**src/rtl/cis_pkg.sv**
```systemverilog
package cis_pkg;

  // Pixel event produced by the sequencer for the packer.
  typedef struct packed {
    logic smp;   // last clock of a pixel slot inside the burst
    logic last;  // this sample is the final pixel of the line
  } pix_evt_t;

  // Counter width that never collapses to zero bits.
  function automatic int unsigned wmin1(input int unsigned n);
    return (n < 2) ? 1 : $clog2(n);
  endfunction

endpackage

```
**src/rtl/cis_line_seq.sv**
```systemverilog
module cis_line_seq
  import cis_pkg::*;
#(
  parameter int unsigned PIXELS    = 1728,
  parameter int unsigned PIX_CLKS  = 64,
  parameter int unsigned LINE_CLKS = 161290
) (
  input  logic     clk,
  input  logic     rst,
  input  logic     enable,
  output logic     sg_o,
  output logic     pclk_o,
  output pix_evt_t evt
);

  localparam int unsigned LC_W = wmin1(LINE_CLKS);
  localparam int unsigned PC_W = wmin1(PIX_CLKS);
  localparam int unsigned SL_W = wmin1(PIXELS + 2);
  localparam int unsigned HALF = PIX_CLKS / 2;

  logic [LC_W-1:0] lc;
  logic [PC_W-1:0] pc;
  logic [SL_W-1:0] slot;

  logic line_wrap, pix_wrap, in_burst;

  assign line_wrap = (lc == LC_W'(LINE_CLKS - 1));
  assign pix_wrap  = (pc == PC_W'(PIX_CLKS - 1));
  assign in_burst  = (slot != '0) && (slot <= SL_W'(PIXELS));

  // Line position, pixel phase and slot index (slot 0 = shift gate).
  always_ff @(posedge clk) begin
    if (rst || !enable) begin
      lc   <= '0;
      pc   <= '0;
      slot <= '0;
    end else if (line_wrap) begin
      lc   <= '0;
      pc   <= '0;
      slot <= '0;
    end else begin
      lc <= lc + 1'b1;
      if (pix_wrap) begin
        pc <= '0;
        if (slot != SL_W'(PIXELS + 1)) slot <= slot + 1'b1;
      end else begin
        pc <= pc + 1'b1;
      end
    end
  end

  always_comb begin
    evt.smp  = enable && pix_wrap && in_burst;
    evt.last = enable && pix_wrap && (slot == SL_W'(PIXELS));
  end

  // Registered sensor clocks.
  always_ff @(posedge clk) begin
    if (rst || !enable) begin
      sg_o   <= 1'b0;
      pclk_o <= 1'b0;
    end else begin
      sg_o   <= (slot == '0);
      pclk_o <= (pc < PC_W'(HALF));
    end
  end


  sg_no_sample_chk: assert property (@(posedge clk) disable iff (rst)
    sg_o |-> !evt.smp);

endmodule

```
**src/rtl/cis_bin_pack.sv**
```systemverilog
module cis_bin_pack
  import cis_pkg::*;
#(
  parameter int unsigned PIXELS = 1728,
  parameter int unsigned ADDR_W = 8
) (
  input  logic              clk,
  input  logic              rst,
  input  logic              enable,
  input  pix_evt_t          evt,
  input  logic [7:0]        video,
  input  logic [7:0]        thr,
  output logic              pix_valid_o,
  output logic              wr_en_o,
  output logic [ADDR_W-1:0] wr_addr_o,
  output logic [7:0]        wr_data_o,
  output logic              line_done_o
);

  localparam int unsigned BYTES = PIXELS / 8;

  logic [6:0]        sh;
  logic [2:0]        bc;
  logic [ADDR_W-1:0] bi;
  logic              blk;

  assign blk = (video < thr);

  always_ff @(posedge clk) begin
    if (rst) begin
      sh          <= '0;
      bc          <= '0;
      bi          <= '0;
      pix_valid_o <= 1'b0;
      wr_en_o     <= 1'b0;
      wr_addr_o   <= '0;
      wr_data_o   <= '0;
      line_done_o <= 1'b0;
    end else if (!enable) begin
      sh          <= '0;
      bc          <= '0;
      bi          <= '0;
      pix_valid_o <= 1'b0;
      wr_en_o     <= 1'b0;
      line_done_o <= 1'b0;
    end else begin
      pix_valid_o <= evt.smp;
      line_done_o <= evt.last;
      wr_en_o     <= 1'b0;
      if (evt.smp) begin
        sh <= {sh[5:0], blk};
        bc <= bc + 1'b1;
        if (bc == 3'd7) begin
          wr_en_o   <= 1'b1;
          wr_data_o <= {sh, blk};
          wr_addr_o <= bi;
          bi        <= evt.last ? '0 : bi + 1'b1;
        end
      end
    end
  end


  pix_single_chk: assert property (@(posedge clk) disable iff (rst)
    pix_valid_o |=> !pix_valid_o);


  wr_with_pix_chk: assert property (@(posedge clk) disable iff (rst)
    wr_en_o |-> pix_valid_o);


  done_last_byte_chk: assert property (@(posedge clk) disable iff (rst)
    line_done_o |-> (wr_en_o && (wr_addr_o == ADDR_W'(BYTES - 1))));

endmodule

```
**src/rtl/cis_line_timer.sv**
```systemverilog
module cis_line_timer
  import cis_pkg::*;
#(
  parameter int unsigned PIXELS    = 1728,
  parameter int unsigned PIX_CLKS  = 64,
  parameter int unsigned LINE_CLKS = 161290,
  localparam int unsigned ADDR_W   = wmin1(PIXELS / 8)
) (
  input  logic              clk,
  input  logic              rst,
  input  logic              enable_i,
  input  logic [7:0]        threshold_i,
  input  logic [7:0]        video_i,
  output logic              sg_o,
  output logic              pix_clk_o,
  output logic              pix_valid_o,
  output logic              wr_en_o,
  output logic [ADDR_W-1:0] wr_addr_o,
  output logic [7:0]        wr_data_o,
  output logic              line_done_o
);

  pix_evt_t evt;

  cis_line_seq #(
    .PIXELS   (PIXELS),
    .PIX_CLKS (PIX_CLKS),
    .LINE_CLKS(LINE_CLKS)
  ) seq_i (
    .clk   (clk),
    .rst   (rst),
    .enable(enable_i),
    .sg_o  (sg_o),
    .pclk_o(pix_clk_o),
    .evt   (evt)
  );

  cis_bin_pack #(
    .PIXELS(PIXELS),
    .ADDR_W(ADDR_W)
  ) pack_i (
    .clk        (clk),
    .rst        (rst),
    .enable     (enable_i),
    .evt        (evt),
    .video      (video_i),
    .thr        (threshold_i),
    .pix_valid_o(pix_valid_o),
    .wr_en_o    (wr_en_o),
    .wr_addr_o  (wr_addr_o),
    .wr_data_o  (wr_data_o),
    .line_done_o(line_done_o)
  );


  abandon_quiet_chk: assert property (@(posedge clk) disable iff (rst)
    !enable_i |=> (!pix_valid_o && !wr_en_o && !line_done_o && !sg_o && !pix_clk_o));

endmodule

```
**config.mk**
```make
export PLATFORM = sky130hd
export DESIGN_NAME = cis_line_timer
export DESIGN_NICKNAME = d
export VERILOG_FILES = /design/src/rtl/cis_pkg.sv /design/src/rtl/cis_line_seq.sv /design/src/rtl/cis_bin_pack.sv /design/src/rtl/cis_line_timer.sv
export SDC_FILE = /design/constraint.sdc
export NUM_CORES = 1
export LEC_CHECK = 0
export ABC_AREA = 1
export BUFFER_PORTS_ARGS = -buffer_cell sky130_fd_sc_hd__buf_2
export CORE_MARGIN = 1
export CORE_UTILIZATION = 46
export CTS_BUF_LIST = sky130_fd_sc_hd__clkbuf_8
export DETAILED_ROUTE_END_ITERATION = 7
export GPL_TIMING_DRIVEN = 0
export PLACE_DENSITY = 0.65
export SETUP_SLACK_MARGIN = 0.4
export SLEW_MARGIN = 20
export SYNTH_ARGS = -nofsm -noshare
export SYNTH_HDL_FRONTEND = slang
export SYNTH_SLANG_ARGS = --single-unit
```
**constraint.sdc**
```tcl
create_clock -name clk -period 2.1 [get_ports clk]
set_input_delay 0.21 -clock clk [delete_from_list [all_inputs] [get_ports clk]]
set_output_delay 0.21 -clock clk [all_outputs]
set_load 0.02 [all_outputs]
```
After elaboration in Yosys (flattened, before gate mapping)
Index checks and enable logic that the tools add are counted.
- eq/ne operators: 5
- magnitude comparators: 3
- bitwise gates (word level): 2
- mux-type cells: 2
- reduce and logical (&&, ||, !) cells: 15
- $add $sub $neg: 5
- operators by type and width (cell ; count):
    adder 18 x 1 -> 18 bit (second input constant) ; 1
    == test 18 bit (second input constant) ; 1
    adder 11 x 1 -> 11 bit (second input constant) ; 1
    == test 11 bit (second input constant) ; 1
    <= comparator 11 bit (second input constant) ; 1
    zero test 11 bit ; 1
    inequality test 11 bit (second input constant) ; 1
    nonzero test 11 bit ; 1
    adder 8 x 1 -> 8 bit (second input constant) ; 1
    < comparator 8 bit ; 1
    two-way mux 8 bit ; 1
    adder 6 x 1 -> 6 bit (second input constant) ; 1
    == test 6 bit (second input constant) ; 1
    < comparator 6 bit (second input constant) ; 1
    OR reduction 3 bit ; 2
    logical AND 1 bit ; 4
    AND reduction 2 bit ; 2
    OR reduction 2 bit ; 2
    adder 3 x 1 -> 3 bit (second input constant) ; 1
    == test 3 bit (second input constant) ; 1
    AND reduction 3 bit ; 1
    NOT 1 bit ; 2
    zero test 1 bit ; 1
    logical OR 1 bit ; 1
    two-way mux 1 bit ; 1
- register bits: 74
- logic and storage cells: 45

Longest topological paths before layout
- word-level depth: 5
- depth in mapped cells: 11
- mapped depth without buffers: 10

By module
A second synthesis with hierarchy kept.
- cells, all modules: 486
- area total of the unflattened synthesis: 3564.7 um2
- modules (own cells, without submodules) (module ; seq. area each (um2) ; times used ; area an instance (um2) ; cells each):
    cis_line_seq ; 740.7 ; 1 ; 1991.9 ; 279
    cis_bin_pack ; 740.7 ; 1 ; 1572.8 ; 207

Worst setup path before layout
Ideal clock, no wire load.
- path type: register to register
- start point: register seq_i.slot[0]
- end point: register pack_i.wr_data_o[3]
- setup time: 132 ps
- data arrival time: 1496 ps
- period minus slack after synthesis: 1628 ps
- cell stages (with the launch flop): 10
- buffers on the path: 1
- path slack: 472 ps
- cell sequence: dfxtp_1 -> inv_1 -> ha_1 -> nand2_1 -> nor2_1 -> a21oi_2 -> nand3_4 -> buf_6 -> nand2_1 -> a21oi_1
- longest elaborated chain between the ends: 4
- RTL lines (element ; line ; text):
    start, declared ; cis_line_seq.sv:23 ; logic [SL_W-1:0] slot;
    start signal, assigned ; cis_line_seq.sv:45 ; if (slot != SL_W'(PIXELS + 1)) slot <= slot + 1'b1;
    <= comparator 11 bit or nonzero test 11 bit (tied branches) ; cis_line_seq.sv:29 ; assign in_burst = (slot != '0) && (slot <= SL_W'(PIXELS));
    logical AND 1 bit * ; cis_line_seq.sv:29 ;
    logical AND 1 bit * ; cis_line_seq.sv:53 ; evt.smp = enable && pix_wrap && in_burst;
    AND reduction 3 bit (no source line) * ; -- ;
    end signal, assigned ; cis_bin_pack.sv:55 ; wr_data_o <= {sh, blk};
    end, declared ; cis_bin_pack.sv:16 ; output logic [7:0] wr_data_o,
Mark *: on every way between the ends. The rest lies on a longest branch, timed or not.
A chain may end at the register's enable or synchronous reset.

Worst setup path in the final report
- start point: register seq_i.pc[0]
- end point: register pack_i.wr_addr_o[6]
- longest elaborated chain between the ends: 4
- RTL lines (element ; line ; text):
    start, declared ; cis_line_seq.sv:22 ; logic [PC_W-1:0] pc;
    start signal, assigned ; cis_line_seq.sv:47 ; pc <= pc + 1'b1;
    == test 6 bit ; cis_line_seq.sv:28 ; assign pix_wrap = (pc == PC_W'(PIX_CLKS - 1));
    logical AND 1 bit (2 in series) ; cis_line_seq.sv:53 ;
    AND reduction 3 bit (no source line) ; -- ;
    end signal, assigned ; cis_bin_pack.sv:56 ; wr_addr_o <= bi;
    end, declared ; cis_bin_pack.sv:15 ; output logic [ADDR_W-1:0] wr_addr_o,
No other way between the ends.

==> metrics <==
Setup-failing EPs final 0; Async SR Flop Fraction 0; sequential area share after synthesis 0.4035; Detailed Place HPWL 5717 um; critical path class reg -> reg; sequential share of power 0.511; Worst Hold Class in -> reg; Routed Wire Length 8365 um; top cells by count, synth nand2_1, dfxtp_1, nor2_1, inv_1, nand3_1; count of input and output buffers 38; drt pass-1 iters 5; Synth area leaders dfxtp_1, nand2_1, nor2_1; total global routing overflow 0; Worst-Margin Slew 0.6521 ns; Mapped Area 3671 sq um; top-area cell type share of the netlist area 0.4035; Max Clk Rate 588.0 MHz; Total Nets Final 617; # diodes 0; total nets after synthesis 549; root buffer selected by CTS clkbuf_8; area grow syn2layout 25.66%; most common cell in the netlist nand2_1; Startpoint Class flip-flop; Max Root-Sink Buffers 2; leakage 1.865 nW; # rows 32; CTS tree built; starting density of the core 0.4751; Post-synth EDFFs 0; Syn Inst Count 514; Worst Slack Setup Final 0.3992 ns; Synth cell types 31; layout cells sized above 1 0.2521; antenna violations before repair 0; Fin. Hold Viols 0; Routed WL per cell 12.14 um; combinational share of power 0.038; synthesized area per cell 7.142 sq um; clock sink count 74; DRT antenna net count 0; Tcrit/Tclk final 0.8099; flop and latch count out of synthesis 74; Main synth FF type dfxtp_1; Critical Path End Type flip-flop; post-synth top area cell dfxtp_1; Starting DRT DRC Count 99; Rel. slew slack 0.5653; Reg clk slew, reported paths 0.08 ns; fin crit period 1.701 ns; yosys warns 0; gpl congestion 0.8696; area of the multi-input gates 2068 sq um; Sw Pwr 0.6154 mW; PwrDens 599.4 nW/um^2; fillers 704; largest net degree at the start of global routing 14; Clock power frac 0.452; status finished, final reports clean; die area 8342 sq um; post-route setup TNS 0 ns; Final Power 2.765 mW; Max Cap Viol 0; Worst Skew 0.01004 ns; Reg area 1494 sq um; worst slack at placement 0.1583 ns; vias in the first global route 3177; latest clock arrival within the worst-skew pair 0.36 ns; CP Max Fanout 5; required time worst endpoint 2.39 ns; DR vias 3430; RSZ-0062 raised after global routing true; die height 91.34 um; Tot GR Track Use 0.2090; switch share 0.2226; CP arrival 1.99 ns; H-tree depth 3; Final Core Density 0.5970; cell-internal power 2.150 mW; Peak VDD IR 0.4005 mV; Core ar. 7727 sq um; I/O pins 40; post-DR vias/cell 4.978; first-pass GRT wire length 13780 um; hold slack final 0.2966 ns; detailed-route DRC error count 0; CTS Buf Count 9; fin. max-slew vios 0; die width 91.34 um
-- area by class of cell --
cell class	count	area share
Timing Repair Buffer	57	0.07730
Multi-Input combinational cell	366	0.4483
Buffer	14	0.02414
Sequential cell	74	0.3238
Clock inverter	6	0.01953
Tap cell	102	0.02766
Clock buffer	10	0.02983
Inverter	60	0.04936
-- routing by layer --
metal | GRT usage | vias up | wire length (um)
met3 | 0.04104 | 17 | 249
li1 | - | 1788 | -
met4 | 0.08995 | 0 | 158
met2 | 0.3889 | 56 | 4351
met1 | 0.2289 | 1569 | 3605
met5 | 0 | - | 0
-- power groups by stage --
stage	sequential, mW	combinational, mW	clock [mW]
global placement	1.44	0.0937	0
CTS	1.41	0.0990	1.28
detailed placement	1.45	0.0966	0
finish	1.41	0.104	1.25
floorplan	1.45	0.0564	0
global route	1.41	0.119	1.33
-- registers in the layout, indices dropped and copies added, names as in the netlist, 3 cells and up --
register          count
pack_i.wr_data_o      8
seq_i.slot           11
seq_i.lc             18
pack_i.sh             7
seq_i.pc              6
pack_i.wr_addr_o      8
pack_i.bi             8
pack_i.bc             3
-- layout by cell type (no fill, tap or decap), drive strengths merged --
master    instances
a21o              1
a21oi            39
buf              67
bufinv            2
clkbuf           14
clkinv            3
clkinvlp          1
dfxtp            74
ha               16
inv              60
nand2           119
nand3            43
nand3b            3
nand4            10
nor2             79
nor3             18
nor3b             3
nor4              1
o21ai            15
o21bai            1
or2               4
xnor2             6
xor2              8
-- kinds of logic (layout without fill, tap and decap cells) --
group,Yosys count,count (layout),synth area share
xor+xnor,14,14,0.03340
buf+inv,74,147,0.08793
compound gates,56,56,0.07873
flops,74,74,0.4035
simple gates,280,280,0.3419
fa+ha+maj,16,16,0.05453
-- critical path, cell delays in order (launching register included) --
cell,delay [ns]
dfxtp_4,0.37
ha_4,0.15
nand3_4,0.08
nor2_4,0.16
nand2_4,0.09
inv_2,0.06
nand2_2,0.05
nor2_4,0.19
buf_6,0.14
buf_8,0.12
nand3_1,0.08
a21oi_1,0.12
-- stage by stage --
stage / cells / cell area, sq um
floorplan: 514 / 3671
global placement: 654 / 3989
detailed placement: 654 / 3989
CTS: 682 / 4365
global route: 689 / 4613
finish: 689 / 4613
-- what timing repair did --
action                     4_1_cts  5_1_grt
cloned                           3        0
resized for setup               20       58
hold buffers                     0        0
buffers inserted                 9        7
setup endpoints to repair       65       55
pin swaps                        4       27
-- worst paths after layout --
kind                            cells after the start   startpoint  slack, ns             endpoint
worst max register to register                     11  seq_i.pc[0]       0.40  pack_i.wr_addr_o[6]
worst max-delay path                               11  seq_i.pc[0]       0.40  pack_i.wr_addr_o[6]
worst min register to register                      1  seq_i.pc[0]       0.46          seq_i.pc[0]
worst min-delay path                                5     enable_i       0.30       pack_i.wr_en_o
Note: power is estimated with default switching activity, not from simulation.
